--- src/rtl/irq_nest_pkg.sv ---
package irq_nest_pkg;

  localparam int unsigned LVL_W = 2;

  typedef enum logic [LVL_W-1:0] {
    LVL_NONE = 2'd0,
    LVL_LOW  = 2'd1,
    LVL_HIGH = 2'd2,
    LVL_TOP  = 2'd3
  } lvl_e;

  localparam int unsigned NO_VECTOR = 32'hFFFF_FFFF;

  // fixed wiring of sources onto vectors; the last vector has no source
  function automatic int unsigned src_to_vec(input int unsigned s);
    case (s)
      0:          return 0;
      1:          return 1;
      2, 3, 4:    return 2;
      5, 6:       return 3;
      7, 8:       return 4;
      9, 10:      return 5;
      11:         return 6;
      12:         return 7;
      13, 14, 15: return 8;
      default:    return NO_VECTOR;
    endcase
  endfunction

endpackage

--- src/rtl/irq_vec_merge.sv ---
module irq_vec_merge
  import irq_nest_pkg::*;
#(
  parameter int unsigned NUM_SRC = 16,
  parameter int unsigned NUM_VEC = 10
) (
  input  logic [NUM_SRC-1:0] src_flag,
  input  logic [NUM_SRC-1:0] src_en,
  output logic [NUM_VEC-1:0] vec_req
);

  logic [NUM_SRC-1:0] live;
  assign live = src_flag & src_en;

  for (genvar v = 0; v < NUM_VEC; v++) begin : g_vec
    always_comb begin
      vec_req[v] = 1'b0;
      for (int s = 0; s < NUM_SRC; s++) begin
        if (src_to_vec(s) == v) vec_req[v] = vec_req[v] | live[s];
      end
    end
  end

endmodule

--- src/rtl/irq_level_map.sv ---
module irq_level_map
  import irq_nest_pkg::*;
#(
  parameter int unsigned NUM_VEC = 10,
  parameter int unsigned NUM_TOP = 2
) (
  input  logic [NUM_VEC-1:0]            lvl_sel,
  output logic [NUM_VEC-1:0][LVL_W-1:0] vec_level
);

  for (genvar v = 0; v < NUM_VEC; v++) begin : g_map
    if (v < NUM_TOP) begin : g_top_capable
      assign vec_level[v] = lvl_sel[v] ? LVL_TOP : LVL_LOW;
    end else begin : g_high_capable
      assign vec_level[v] = lvl_sel[v] ? LVL_HIGH : LVL_LOW;
    end
  end

endmodule

--- src/rtl/irq_arbiter.sv ---
module irq_arbiter
  import irq_nest_pkg::*;
#(
  parameter int unsigned NUM_VEC  = 10,
  parameter int unsigned ADDR_W   = 8,
  parameter int unsigned VEC_BASE = 3,
  parameter int unsigned VEC_STEP = 8
) (
  input  logic [NUM_VEC-1:0]            vec_req,
  input  logic [NUM_VEC-1:0][LVL_W-1:0] vec_level,
  input  logic [LVL_W-1:0]              cur_lvl,
  output logic                          win_valid,
  output logic [LVL_W-1:0]              win_lvl,
  output logic [ADDR_W-1:0]             win_addr
);

  localparam int unsigned IDX_W = (NUM_VEC > 1) ? $clog2(NUM_VEC) : 1;

  logic [IDX_W-1:0] best_idx;
  logic [LVL_W-1:0] best_lvl;

  // strict comparison keeps the first (lowest address) vector on a tie
  always_comb begin
    best_idx = '0;
    best_lvl = LVL_NONE;
    for (int v = 0; v < NUM_VEC; v++) begin
      if (vec_req[v] && (vec_level[v] > cur_lvl) && (vec_level[v] > best_lvl)) begin
        best_idx = IDX_W'(v);
        best_lvl = vec_level[v];
      end
    end
  end

  assign win_valid = (best_lvl != LVL_NONE);
  assign win_lvl   = best_lvl;
  assign win_addr  = ADDR_W'(VEC_BASE) + ADDR_W'(best_idx) * ADDR_W'(VEC_STEP);

endmodule

--- src/rtl/irq_inservice.sv ---
module irq_inservice
  import irq_nest_pkg::*;
#(
  parameter int unsigned NUM_LVL = 3
) (
  input  logic               clk,
  input  logic               rst,
  input  logic               set_en,
  input  logic [LVL_W-1:0]   set_lvl,
  input  logic               clr_en,
  output logic [NUM_LVL-1:0] ins,
  output logic [LVL_W-1:0]   cur_lvl
);

  logic [NUM_LVL-1:0] ins_q;
  logic [NUM_LVL-1:0] top_mask;
  logic [NUM_LVL-1:0] set_mask;

  // top_mask marks the innermost (highest) level that is in service
  always_comb begin
    top_mask = '0;
    cur_lvl  = LVL_NONE;
    for (int l = 0; l < NUM_LVL; l++) begin
      if (ins_q[l]) begin
        top_mask = '0;
        top_mask[l] = 1'b1;
        cur_lvl = LVL_W'(l + 1);
      end
    end
  end

  always_comb begin
    set_mask = '0;
    for (int l = 0; l < NUM_LVL; l++) begin
      if (set_en && (set_lvl == LVL_W'(l + 1))) set_mask[l] = 1'b1;
    end
  end

  always_ff @(posedge clk) begin
    if (rst) begin
      ins_q <= '0;
    end else begin
      ins_q <= (ins_q & ~(clr_en ? top_mask : '0)) | set_mask;
    end
  end

  assign ins = ins_q;

endmodule

--- src/rtl/irq_nest_ctrl.sv ---
module irq_nest_ctrl
  import irq_nest_pkg::*;
#(
  parameter int unsigned NUM_SRC  = 16,
  parameter int unsigned NUM_VEC  = 10,
  parameter int unsigned NUM_TOP  = 2,
  parameter int unsigned ADDR_W   = 8,
  parameter int unsigned VEC_BASE = 3,
  parameter int unsigned VEC_STEP = 8
) (
  input  logic               clk,
  input  logic               rst,
  input  logic [NUM_SRC-1:0] src_flag,
  input  logic [NUM_SRC-1:0] src_en,
  input  logic [NUM_VEC-1:0] vec_lvl,
  input  logic               ack,
  input  logic               reti,
  output logic               irq,
  output logic [ADDR_W-1:0]  vec_addr
);

  localparam int unsigned NUM_LVL = 3;

  logic [NUM_VEC-1:0]            vec_req;
  logic [NUM_VEC-1:0][LVL_W-1:0] vec_level;
  logic [LVL_W-1:0]              cur_lvl;
  logic [NUM_LVL-1:0]            ins_q;
  logic                          win_valid;
  logic [LVL_W-1:0]              win_lvl;
  logic [ADDR_W-1:0]             win_addr;

  logic                          irq_q;
  logic [ADDR_W-1:0]             addr_q;
  logic [LVL_W-1:0]              plvl_q;
  logic                          ack_ok;

  irq_vec_merge #(.NUM_SRC(NUM_SRC), .NUM_VEC(NUM_VEC)) u_merge (
    .src_flag (src_flag),
    .src_en   (src_en),
    .vec_req  (vec_req)
  );

  irq_level_map #(.NUM_VEC(NUM_VEC), .NUM_TOP(NUM_TOP)) u_lvl (
    .lvl_sel   (vec_lvl),
    .vec_level (vec_level)
  );

  irq_arbiter #(
    .NUM_VEC(NUM_VEC), .ADDR_W(ADDR_W), .VEC_BASE(VEC_BASE), .VEC_STEP(VEC_STEP)
  ) u_arb (
    .vec_req   (vec_req),
    .vec_level (vec_level),
    .cur_lvl   (cur_lvl),
    .win_valid (win_valid),
    .win_lvl   (win_lvl),
    .win_addr  (win_addr)
  );

  assign ack_ok = ack & irq_q;

  irq_inservice #(.NUM_LVL(NUM_LVL)) u_ins (
    .clk     (clk),
    .rst     (rst),
    .set_en  (ack_ok),
    .set_lvl (plvl_q),
    .clr_en  (reti),
    .ins     (ins_q),
    .cur_lvl (cur_lvl)
  );

  // offer register: frozen address on acceptance, refreshed only on a winner
  always_ff @(posedge clk) begin
    if (rst) begin
      irq_q  <= 1'b0;
      addr_q <= '0;
      plvl_q <= LVL_NONE;
    end else if (ack_ok) begin
      irq_q <= 1'b0;
    end else begin
      irq_q <= win_valid;
      if (win_valid) begin
        addr_q <= win_addr;
        plvl_q <= win_lvl;
      end
    end
  end

  assign irq      = irq_q;
  assign vec_addr = addr_q;

endmodule

--- config.mk ---
export PLATFORM = sky130hd
export DESIGN_NAME = irq_nest_ctrl
export DESIGN_NICKNAME = d
export VERILOG_FILES = /design/src/rtl/irq_nest_pkg.sv /design/src/rtl/irq_vec_merge.sv /design/src/rtl/irq_level_map.sv /design/src/rtl/irq_arbiter.sv /design/src/rtl/irq_inservice.sv /design/src/rtl/irq_nest_ctrl.sv
export SDC_FILE = /design/constraint.sdc
export NUM_CORES = 1
export LEC_CHECK = 0
export BUFFER_PORTS_ARGS = -buffer_cell sky130_fd_sc_hd__buf_2
export CORE_ASPECT_RATIO = 0.75
export CORE_MARGIN = 5
export CORE_UTILIZATION = 50
export CTS_BUF_LIST = sky130_fd_sc_hd__clkbuf_4 sky130_fd_sc_hd__clkbuf_8
export CTS_CLUSTER_SIZE = 10
export DETAILED_ROUTE_END_ITERATION = 10
export PLACE_DENSITY = 0.8
export SETUP_SLACK_MARGIN = 0.02
export SKIP_LAST_GASP = 1
export SYNTH_ARGS = -nofsm -noshare
export SYNTH_HDL_FRONTEND = slang
export SYNTH_SLANG_ARGS = --single-unit
--- constraint.sdc ---
create_clock -name clk -period 10.75 [get_ports clk]
set_input_delay 0.5375 -clock clk [delete_from_list [all_inputs] [get_ports clk]]
set_output_delay 0.5375 -clock clk [all_outputs]
set_load 0.02 [all_outputs]
==> run_results.csv <==
group,metric,value,unit
status,status,"finished, final reports clean",
cts,cts_max_path_buffers,2,
timing,hold_viol_final,0,
power,peakVddDrop,0.00006540,V
logic_synthesis,syn_inst,207,
logic_synthesis,yosysMostFrequentCell,"nand2_1",
placed_design,place_hpwl,3442,um
power,power.total,0.0002248,W
timing,worst_slack,0.7542,ns
logic_synthesis,synthArstFlopShare,0,%
logic_synthesis,ys.flop_type,"dfxtp_1",
floorplanning,die_x,75.63,um
logic_synthesis,ys_seq_area_share,13.63,%
timing,rsz0062_at_grt,"false",
hold_path,min_path_cells,2,
cts,htree_levels,1,
grt,overflow,0,
cts,clk_pin_slew,0.05,ns
logic_synthesis,synth_common_cells,"nand2_1, nor2_1, ha_1",
cells_and_area,drive_above_1_share,32.18,%
floorplanning,rows,17,
cts,cts_sinks,11,
timing,post-route-period-util,92.98,%
grt,grt_max_degree,14,
cells_and_area,area_growth,24.32,%
cts,cts-root-buf,"clkbuf_8",
logic_synthesis,yosys-top-cells-area,"dfxtp_1, ha_1, nand2_1",
grt,grt_pass1_vias,1658,
logic_synthesis,avgSynthCellArea,7.803,um2
cells_and_area,num_antenna_cells,0,
floorplanning,io_pins,55,
worst_setup_path,cp_slowest_cell,"a221oi_4",
cells_and_area,fin_cells,299,
logic_synthesis,ys_types,62,
logic_synthesis,synth_top_area_share,13.63,%
logic_synthesis,synth-edff-count,0,
placed_design,globalplace.congestion,0.8975,
worst_setup_path,crit_path_start_kind,"input port",
worst_setup_path,cpPeakStageDelay,0.38,ns
cells_and_area,finalNetCount,325,
floorplanning,die-area,4479,um2
placed_design,place_ws,0.1004,ns
timing,setup_viol,0,
grt,track_usage,20.18,%
worst_setup_path,crit_type,"input port to flip-flop",
routing,vias_per_cell,6.043,
worst_setup_path,crit_fanout,10,
floorplanning,core,3020,um2
placed_design,placedCellCount,293,
timing,slew_viol_final,0,
routing,firstDrtPassIters,4,
power,power_density,111.9,nW/um2
timing,period_needed,9.996,ns
job,drv_cap,0,
timing,setup_tns,0,ns
logic_synthesis,synth_area_leader_cell,"dfxtp_1",
cts,cts-buffers-inserted,3,
routing,vias,1807,
hold_path,hold_path_class,"flip-flop to flip-flop",
power,leakage,0.9320,nW
worst_setup_path,reg2reg_from,"u_ins.ins[2]$_SDFF_PP0_",
routing,postRouteWirelength,4351,um
logic_synthesis,syn-cell-area,1615,um2
floorplanning,start_util,53.48,%
cts,insertion_delay,0.24,ns
timing,tightest_slew,0.8502,ns
timing,fmax,100.0,MHz
worst_setup_path,end_kind,"flip-flop",
routing,drc,0,
cts,cts_tree,"yes",
routing,drt_iter0_drc,121,
routing,detail-route-antenna-nets,0,
worst_setup_path,cp.required,10.87,ns
timing,maxSlewHeadroom,43.32,%
hold_path,worstHoldStart,"vec_addr[4]$_SDFFE_PP0P_",
grt,antenna_found_initial,0,
floorplanning,die_h,59.23,um
routing,wl_per_cell,14.55,um
grt,grt_pass1_wl,7203,um
logic_synthesis,ys_warn_count,0,
logic_synthesis,ys_seq_elements,11,
worst_setup_path,crit_arrival,10.11,ns
worst_setup_path,cp_common_cell,"ha_1",
placed_design,io_buffers,51,
worst_setup_path,crit_start,"vec_lvl[0]",
timing,fin_worst_skew,0.004290,ns
worst_setup_path,reg2reg_depth,46,
## power by group
part | switching, W | leakage (nW) | internal (W)
Combinational | 0.0000746 | 0.815 | 0.0000556
Clock | 0.0000151 | 0.0262 | 0.0000285
Sequential | 0.00000406 | 0.0911 | 0.0000469
Total | 0.0000938 | 0.932 | 0.000131
## per-stage QoR
stage                     area [um2]  utilization [%]  hold WS, ns
after floorplan                 1619                -       0.4700
after global placement          1894            62.72       0.4655
after detailed placement        1894            62.72       0.4640
after CTS                       1943            64.33       0.4728
after global routing            2008            66.49       0.5003
final                           2008            66.49       0.4720
## kinds of logic after synthesis
family / Yosys count / share of synthesized area, %
fa+ha+maj: 17 / 13.17
flops: 11 / 13.63
simple gates: 82 / 26.80
other cells: 1 / 0.2322
buf+inv: 17 / 5.422
compound gates: 79 / 40.75
## metal layers
layer | vias to the layer above | part of all wire [%] | GRT usage, %
met4 | 0 | 0.28 | 2.244
met3 | 2 | 7.2 | 3.220
li1 | 912 | - | -
met1 | 831 | 47 | 29.58
met2 | 62 | 46 | 31.86
met5 | - | 0 | 0
## what timing repair did
item | CTS | global route
setup buffers | 0 | 2
endpoints found under the setup margin | 0 | 8
resized for setup | 0 | 12
hold buffers | 0 | 0
## state kept, by name (all words and copies together) (netlist names)
register,flops
plvl_q,2
u_ins.ins,3
irq,1
vec_addr,5
## final timing paths
check / endpoint / slack [ns]
worst max-delay path: plvl_q[0]$_SDFFE_PP0P_ / 0.75
worst min-delay path: vec_addr[4]$_SDFFE_PP0P_ / 0.47
worst max register to register: plvl_q[0]$_SDFFE_PP0P_ / 0.81
worst min register to register: vec_addr[4]$_SDFFE_PP0P_ / 0.47
## cell type report
type | count | area, um2
Multi-Input combinational cell | 180 | 1360
Clock buffer | 4 | 48.80
Sequential cell | 11 | 221.5
Timing Repair Buffer | 56 | 292.8
Tap cell | 38 | 47.55
Inverter | 10 | 37.54
Fill cell | 257 | 1012
## worst max-delay path, delay by kind of cell
family,cells,cell delay (ns)
compound gates,19,4.01
simple gates,18,3.16
fa+ha+maj,8,2.22
buf+inv,2,0.20
## cells in the final DEF, fill, tap and decap left out, drive strengths merged, types with 6 or more instances in the layout
cell   Yosys  layout
dfxtp     11      11
nand3      6       6
nor2      23      23
inv       10      10
o21ai     12      12
a21oi     11      11
nand2     23      23
ha        17      17
buf        6      56
No activity file was read; power rests on OpenSTA's default activity.
